### src/rtl/ldst_pkg.sv
package ldst_pkg;

  typedef enum logic [1:0] {
    PH_IDLE  = 2'd0,
    PH_ADDR  = 2'd1,
    PH_LOAD  = 2'd2,
    PH_STORE = 2'd3
  } ldst_phase_e;

  typedef struct packed {
    logic exc;
    logic ld_done;
    logic st_done;
  } ldst_evt_t;

  function automatic logic phase_active(input ldst_phase_e p);
    return p != PH_IDLE;
  endfunction

  function automatic ldst_phase_e phase_next(
    input ldst_phase_e cur,
    input logic        kill,
    input logic        accept,
    input logic        is_store,
    input logic        ack,
    input logic        exc,
    input logic        ld_vld
  );
    ldst_phase_e nxt;
    nxt = cur;
    if (kill) begin
      nxt = PH_IDLE;
    end else begin
      case (cur)
        PH_IDLE:  if (accept) nxt = PH_ADDR;
        PH_ADDR: begin
          if (exc)      nxt = PH_IDLE;
          else if (ack) nxt = is_store ? PH_STORE : PH_LOAD;
        end
        PH_LOAD:  if (ld_vld) nxt = PH_IDLE;
        PH_STORE: nxt = PH_IDLE;
        default:  nxt = PH_IDLE;
      endcase
    end
    return nxt;
  endfunction

  function automatic ldst_evt_t phase_events(
    input ldst_phase_e cur,
    input logic        kill,
    input logic        exc,
    input logic        ld_vld
  );
    ldst_evt_t e;
    e.exc     = !kill && (cur == PH_ADDR) && exc;
    e.ld_done = !kill && (cur == PH_LOAD) && ld_vld;
    e.st_done = !kill && (cur == PH_STORE);
    return e;
  endfunction

endpackage

### src/rtl/ldst_cmd_hold.sv
module ldst_cmd_hold #(
  parameter int ADDR_W = 32,
  parameter int DATA_W = 64
) (
  input  logic              clk,
  input  logic              rst,
  input  logic              accept,
  input  logic              cmd_is_store,
  input  logic [ADDR_W-1:0] cmd_addr,
  input  logic [DATA_W-1:0] cmd_wdata,
  output logic              op_store,
  output logic [ADDR_W-1:0] hold_addr,
  output logic [DATA_W-1:0] hold_wdata
);

  always_ff @(posedge clk) begin
    if (rst) begin
      op_store   <= 1'b0;
      hold_addr  <= '0;
      hold_wdata <= '0;
    end else if (accept) begin
      op_store   <= cmd_is_store;
      hold_addr  <= cmd_addr;
      hold_wdata <= cmd_is_store ? cmd_wdata : '0;
    end
  end

endmodule

### src/rtl/ldst_phase_ctl.sv
module ldst_phase_ctl
  import ldst_pkg::*;
(
  input  logic        clk,
  input  logic        rst,
  input  logic        kill,
  input  logic        cmd_valid,
  input  logic        port_busy,
  input  logic        op_store,
  input  logic        ack,
  input  logic        exc,
  input  logic        ld_vld,
  output ldst_phase_e phase,
  output logic        cmd_ready,
  output logic        accept,
  output ldst_evt_t   evt
);

  ldst_phase_e phase_q;
  ldst_phase_e phase_d;

  assign cmd_ready = (phase_q == PH_IDLE) && !port_busy && !kill;
  assign accept    = cmd_ready && cmd_valid;
  assign phase_d   = phase_next(phase_q, kill, accept, op_store, ack, exc, ld_vld);
  assign evt       = phase_events(phase_q, kill, exc, ld_vld);
  assign phase     = phase_q;

  always_ff @(posedge clk) begin
    if (rst) phase_q <= PH_IDLE;
    else     phase_q <= phase_d;
  end

endmodule

### src/rtl/ldst_rsp_out.sv
module ldst_rsp_out
  import ldst_pkg::*;
#(
  parameter int DATA_W = 64
) (
  input  logic              clk,
  input  logic              rst,
  input  ldst_evt_t         evt,
  input  logic [DATA_W-1:0] ld_data,
  output logic              rsp_valid,
  output logic              rsp_error,
  output logic [DATA_W-1:0] rsp_rdata
);

  always_ff @(posedge clk) begin
    if (rst) begin
      rsp_valid <= 1'b0;
      rsp_error <= 1'b0;
      rsp_rdata <= '0;
    end else begin
      rsp_valid <= evt.exc | evt.ld_done | evt.st_done;
      rsp_error <= evt.exc;
      rsp_rdata <= evt.ld_done ? ld_data : '0;
    end
  end

endmodule

### src/rtl/ldst_req_master.sv
module ldst_req_master
  import ldst_pkg::*;
#(
  parameter int ADDR_W = 32,
  parameter int DATA_W = 64
) (
  input  logic              clk,
  input  logic              rst,
  input  logic              cmd_valid,
  output logic              cmd_ready,
  input  logic              cmd_is_store,
  input  logic [ADDR_W-1:0] cmd_addr,
  input  logic [DATA_W-1:0] cmd_wdata,
  input  logic              kill_req,
  output logic              rsp_valid,
  output logic              rsp_error,
  output logic [DATA_W-1:0] rsp_rdata,
  input  logic              port_busy,
  output logic              port_ld_req,
  output logic              port_st_req,
  output logic              port_addr_vld,
  output logic [ADDR_W-1:0] port_addr,
  input  logic              port_addr_ack,
  input  logic              port_addr_exc,
  input  logic              port_ld_vld,
  input  logic [DATA_W-1:0] port_ld_data,
  output logic              port_st_vld,
  output logic [DATA_W-1:0] port_st_data,
  output logic              port_kill
);

  ldst_phase_e       phase;
  ldst_evt_t         evt;
  logic              accept;
  logic              op_store;
  logic [ADDR_W-1:0] hold_addr;
  logic [DATA_W-1:0] hold_wdata;

  // named internal events for the checker
  logic idle_w;
  logic wait_addr_w;
  logic wait_load_w;
  logic active_w;

  ldst_phase_ctl u_ctl (
    .clk       (clk),
    .rst       (rst),
    .kill      (kill_req),
    .cmd_valid (cmd_valid),
    .port_busy (port_busy),
    .op_store  (op_store),
    .ack       (port_addr_ack),
    .exc       (port_addr_exc),
    .ld_vld    (port_ld_vld),
    .phase     (phase),
    .cmd_ready (cmd_ready),
    .accept    (accept),
    .evt       (evt)
  );

  ldst_cmd_hold #(.ADDR_W(ADDR_W), .DATA_W(DATA_W)) u_hold (
    .clk          (clk),
    .rst          (rst),
    .accept       (accept),
    .cmd_is_store (cmd_is_store),
    .cmd_addr     (cmd_addr),
    .cmd_wdata    (cmd_wdata),
    .op_store     (op_store),
    .hold_addr    (hold_addr),
    .hold_wdata   (hold_wdata)
  );

  ldst_rsp_out #(.DATA_W(DATA_W)) u_rsp (
    .clk       (clk),
    .rst       (rst),
    .evt       (evt),
    .ld_data   (port_ld_data),
    .rsp_valid (rsp_valid),
    .rsp_error (rsp_error),
    .rsp_rdata (rsp_rdata)
  );

  assign active_w    = phase_active(phase);
  assign idle_w      = !active_w;
  assign wait_addr_w = (phase == PH_ADDR);
  assign wait_load_w = (phase == PH_LOAD);

  assign port_ld_req   = active_w && !op_store;
  assign port_st_req   = active_w && op_store;
  assign port_addr_vld = active_w;
  assign port_addr     = active_w ? hold_addr : '0;
  assign port_st_vld   = (phase == PH_STORE);
  assign port_st_data  = (phase == PH_STORE) ? hold_wdata : '0;
  assign port_kill     = kill_req;

endmodule

### config.mk
export PLATFORM = sky130hd
export DESIGN_NAME = ldst_req_master
export DESIGN_NICKNAME = d
export VERILOG_FILES = /design/src/rtl/ldst_pkg.sv /design/src/rtl/ldst_cmd_hold.sv /design/src/rtl/ldst_phase_ctl.sv /design/src/rtl/ldst_rsp_out.sv /design/src/rtl/ldst_req_master.sv
export SDC_FILE = /design/constraint.sdc
export NUM_CORES = 1
export LEC_CHECK = 0
export CAP_MARGIN = 20
export CORE_MARGIN = 10
export CORE_UTILIZATION = 44
export DETAILED_ROUTE_END_ITERATION = 16
export DONT_BUFFER_PORTS = 1
export PLACE_DENSITY = 0.66
export RECOVER_POWER = 100
export REMOVE_ABC_BUFFERS = 1
export SETUP_SLACK_MARGIN = 0.5
export SKIP_LAST_GASP = 1
export SYNTH_ARGS = -nofsm -noshare
export SYNTH_HDL_FRONTEND = slang
export SYNTH_SLANG_ARGS = --single-unit
### constraint.sdc
create_clock -name clk -period 1.95 [get_ports clk]
set_clock_uncertainty 0.15 [all_clocks]
set_input_delay 0.0975 -clock clk [delete_from_list [all_inputs] [get_ports clk]]
set_output_delay 0.0975 -clock clk [all_outputs]
set_load 0.01 [all_outputs]
# Word-level counts from Yosys, hierarchy flattened
# Cells that the tools add are included.
[classes]
reduce_logical = 18
bitwise = 3
n_eq_ne = 6
n_mux = 9
[op_table]
columns = ["op", "n"]
rows = [
  ["$mux 64", 2],
  ["$mux 32", 1],
  ["$logic_and 1x1->1", 10],
  ["$mux 2", 4],
  ["$pmux 2 s4", 1],
  ["$eq 2x2->1 const B", 2],
  ["$ne 2x2->1 const B", 2],
  ["$reduce_or 2->1", 2],
  ["$logic_not 1->1", 3],
  ["$ne 3x3->1 const B", 1],
  ["$reduce_and 3->1", 1],
  ["$eq 2x1->1 const B", 1],
  ["$logic_not 2->1", 1],
  ["$or 1x1->1", 2],
  ["$reduce_bool 2->1", 1],
  ["$mux 1", 1],
  ["$not 1->1", 1],
]
[word_totals]
reg_bits = 165
word_cells = 43
input_bits = 169

# Logic depth before layout (Yosys ltp)
[logic_depth]
ltp_word = 6
ltp_mapped = 7
ltp_nobuf = 4

# Hierarchy
# Synthesis repeated with hierarchy kept, for this count alone.
[hier_totals]
cells_unflattened = 672
hier_area_um2 = 6605.1
[by_module_without_submodules]
columns = ["module", "n_inst", "area_per_inst_um2", "cells_each"]
rows = [
  ["ldst_cmd_hold", 1, 3702.3, 391],
  ["ldst_rsp_out", 1, 1824.2, 141],
  ["ldst_req_master", 1, 933.4, 123],
  ["ldst_phase_ctl", 1, 145.1, 17],
]

# Worst setup path after synthesis
# No wires, ideal clock.
[synth_timing]
kind = "flip-flop to output port"
startpoint = "register u_ctl.phase_q[1], in the netlist u_ctl.phase[1]"
endpoint = "output port cmd_ready"
required_ns = 1.702
n_path_buf = 3
path_slack_ns = 0.395
arrival_ns = 1.307
path_stages_with_launch = 7
path_cell_list = "dfxtp_1 buf_2 nor2_4 inv_2 buf_2 clkbuf_1 nor3_1"
[synth_between]
elab_chain_len = 3
[synth_rtl]
columns = ["element", "line", "rtl"]
rows = [
  ["start: declaration", "ldst_phase_ctl.sv:19", "ldst_phase_e phase_q;"],
  ["start signal: assignment", "ldst_phase_ctl.sv:30", "else phase_q <= phase_d;"],
  ["$logic_not 2->1", "ldst_phase_ctl.sv:22", "assign cmd_ready = (phase_q == PH_IDLE) && !port_busy && !kill;"],
  ["$logic_and 1x1->1 (2 in series)", "ldst_phase_ctl.sv:22", ""],
  ["end: declaration", "ldst_req_master.sv:10", "output logic cmd_ready,"],
]
# Every way passes these cells.

# Final worst setup path
[layout_timing]
startpoint = "register u_ctl.phase_q[0], in the netlist u_ctl.phase[0]"
endpoint = "output port port_st_data[2]"
[layout_between]
elab_chain_len = 2
[layout_rtl]
columns = ["element", "line", "rtl"]
rows = [
  ["$eq 2x2->1", "ldst_req_master.sv:93", "assign port_st_data = (phase == PH_STORE) ? hold_wdata : '0;"],
  ["$mux 64", "ldst_req_master.sv:93", ""],
  ["end: declaration", "ldst_req_master.sv:28", "output logic [DATA_W-1:0] port_st_data,"],
]
# Every way passes these cells.

==> results.txt <==
outcome: finished, violations left
failing checks: negative hold slack
grt ovf: 0
vias post-DR: 6405
Seq pwr share: 47.5%
Die W: 141 um
Final setup viols: 0
DRT iter0 DRCs: 523
crit-path cells: buf_4 -> buf_8 -> bufbuf_16 -> and3_1
final instance area: 9070 sq um
max incr delay on CP: 400 ps
Synth area leaders: dfxtp_1, and2_1, a21oi_1
logic gate share of total power: 6.0%
Final Wtd Congestion: 0.788
reg-to-reg setup timing slack: 110 ps
origin of the worst min-delay path: rst
Initial DRT Pass Iterations: 6
r2r worst-path depth: 8
Max Fclk: 0.538 GHz
final core occ: 62.9%
Worst VDD drop: 553 uV
FF-to-FF End: u_hold.hold_wdata[17]
Starting Density: 44.5%
Max stage delay cell, worst path: dfxtp_1
CP required: 1700 ps
register area share after synthesis: 51.4%
ANT nets after route: 0
Layout area overhead: 41.2%
clk sinks: 165
share of the synthesized area in the top cell type: 51.4%
Int Power: 5.47 mW
Hold Crit Class: input port to flop
CTS hold repair buffers: 66
most common cell after layout, fill and taps aside: dfxtp_1
Final #Nets: 972
die area: 19800 sq um
IO Count: 337
Syn Std Cell Area: 6420 sq um
Hold EP: u_hold.hold_wdata[1]
vias in the first global route: 5822
Worst Max-Slew Pin Slew: 492 ps
Tcrit/Tclk final: 95.3%
die extent in y: 141 um
power per cell area: 801 nW/um^2
H-tree levels: 4
Routed wire per std cell: 28.8 um
clk slew on worst S/H paths: 70 ps
crit start category: flop
IO Port Bufs: 0
Critical R2R Launch: u_ctl.phase[0]
Switch Pwr: 1.79 mW
hold path cells: 1
commonest non-fill, non-tap cells in the layout: dfxtp_1, a21oi_1, dlygate4sd3_1
Unique masters post-synth: 28
CTS tree: built
critical path peak fanout: 15
Slew Limit Fails: 0
synth warn: 0
final-report hold violation count: 101
arrival time worst endpoint: 1610 ps
core area: 14400 sq um
clock latency on the worst-skew pair: 420 ps
Rel. slew slack: 67.2%
max_cap viols: 0
Worst setup EP type: primary output
row cnt: 44
global-route wire length before repair: 35.2 mm
Sw Share: 24.7%
number of vias per cell: 6.39
Tot GR Track Use: 22.4%
area occupied by multi-input gates: 3100 sq um
Clock Power Share: 46.5%
Pwr Total: 7.26 mW
Storage cell area: 3310 sq um
RSZ-0062 raised after global routing: true
largest net degree at the start of global routing: 102
time the worst path needs with I/O delays and setup: 1860 ps
Longest Clk Path Bufs: 2
# fillers: 1100
clock root buffer: clkbuf_16
post-synthesis register bit count: 165
Static Leakage: 3.43 nW
initial antenna violation count: 1
Post-DP HPWL: 14.2 mm
Cells after Synth: 726
Area after DPL: 6440 sq um
Post-Syn Area per Cell: 8.84 sq um
Remaining DRCs: 0
layout cells sized above 1: 23.5%
worst hold slack: -412 ps
cell taking the most area after synthesis: dfxtp_1
Detailed Route WL: 28.9 mm
WS Path Type: flop to primary output
CTS Buf Count: 17
## sequential cells by signal (all words and copies together) (netlist names)
register and count:
u_hold.hold_addr 32, u_hold.hold_wdata 64, u_hold.op_store 1, u_rsp.rsp_error 1
u_rsp.rsp_rdata 64, u_rsp.rsp_valid 1, u_ctl.phase 2
## per-layer routing
layer	up-vias	global-route usage, %	part of all wire (%)
met1	3053	24.7	34
met2	525	38.0	49
met5	-	0	0
met4	0	7.12	4.5
li1	2736	-	-
met3	91	9.77	12
## layout make-up
type	count	share of cell area [%]
Inverter	1	0.0966
Tap cell	184	2.54
Antenna cell	2	0.0552
Multi-Input combinational cell	473	34.2
Clock inverter	14	1.81
Timing Repair Buffer	145	20.1
Sequential cell	165	36.5
Clock buffer	18	4.73
## timing repair
| item | CTS | global route |
|---|---|---|
| resized for setup | 83 | 207 |
| endpoints found under the setup margin | 217 | 263 |
| pin swaps | 1 | 123 |
| endpoints found under the hold margin | 165 | 101 |
| gates cloned | 9 | 31 |
| buffers inserted | 12 | 14 |
## power groups by stage
| stage | logic (mW) | registers [mW] | clock network (mW) |
|---|---|---|---|
| after floorplan | 0.119 | 3.51 | 0 |
| after global placement | 0.175 | 3.51 | 0 |
| after detailed placement | 0.183 | 3.52 | 0 |
| after CTS | 0.333 | 3.44 | 3.42 |
| after global routing | 0.458 | 3.45 | 3.55 |
| final | 0.434 | 3.45 | 3.38 |
## through the flow
step | TNS [ps] | hold slack (ps) | setup slack [ps] | instances
after floorplan | -261550 | 16.6 | -1670 | 639
after global placement | 0 | 28.9 | 436 | 836
after detailed placement | 0 | 29.2 | 377 | 836
after CTS | 0 | -423 | 209 | 955
after global routing | 0 | -432 | 5.67 | 1001
final | 0 | -412 | 92.4 | 1002
## worst max path at each step
stage                               from                     to  cells after the start
after global routing      u_ctl.phase[0]  u_hold.hold_wdata[38]                      7
after floorplan           u_ctl.phase[0]              cmd_ready                      3
final                     u_ctl.phase[0]        port_st_data[2]                      4
after global placement    u_ctl.phase[0]          port_addr[22]                      4
after detailed placement  u_ctl.phase[0]    u_hold.hold_addr[9]                      5
after CTS                 u_ctl.phase[0]       port_st_data[57]                      3
## critical path, delay by kind of cell, from the launching register on
family | cells | cell delay (ps)
DFF | 1 | 400
and+or+nand+nor | 1 | 230
buffers and inverters | 3 | 550
## cells in the mapped netlist, drive strengths merged
cell type,count
or3b,1
inv,1
clkbuf,68
nand4,64
buf,19
nand2,2
o21a,1
nor4bb,1
dfxtp,165
nor3,3
a211oi,1
and2,98
nor4,1
nand3,33
nor2b,1
nor2,4
and3,65
nor3b,2
a21oi,98
o21ai,98
## logic make-up after synthesis
family                 share of synthesized area [%]
AND/OR/NAND/NOR                                 26.5
AO/OA/AOI/OAI                                   15.7
flip-flops                                      51.4
buffers and inverters                           6.35
Power figures use the tool's default switching activity.
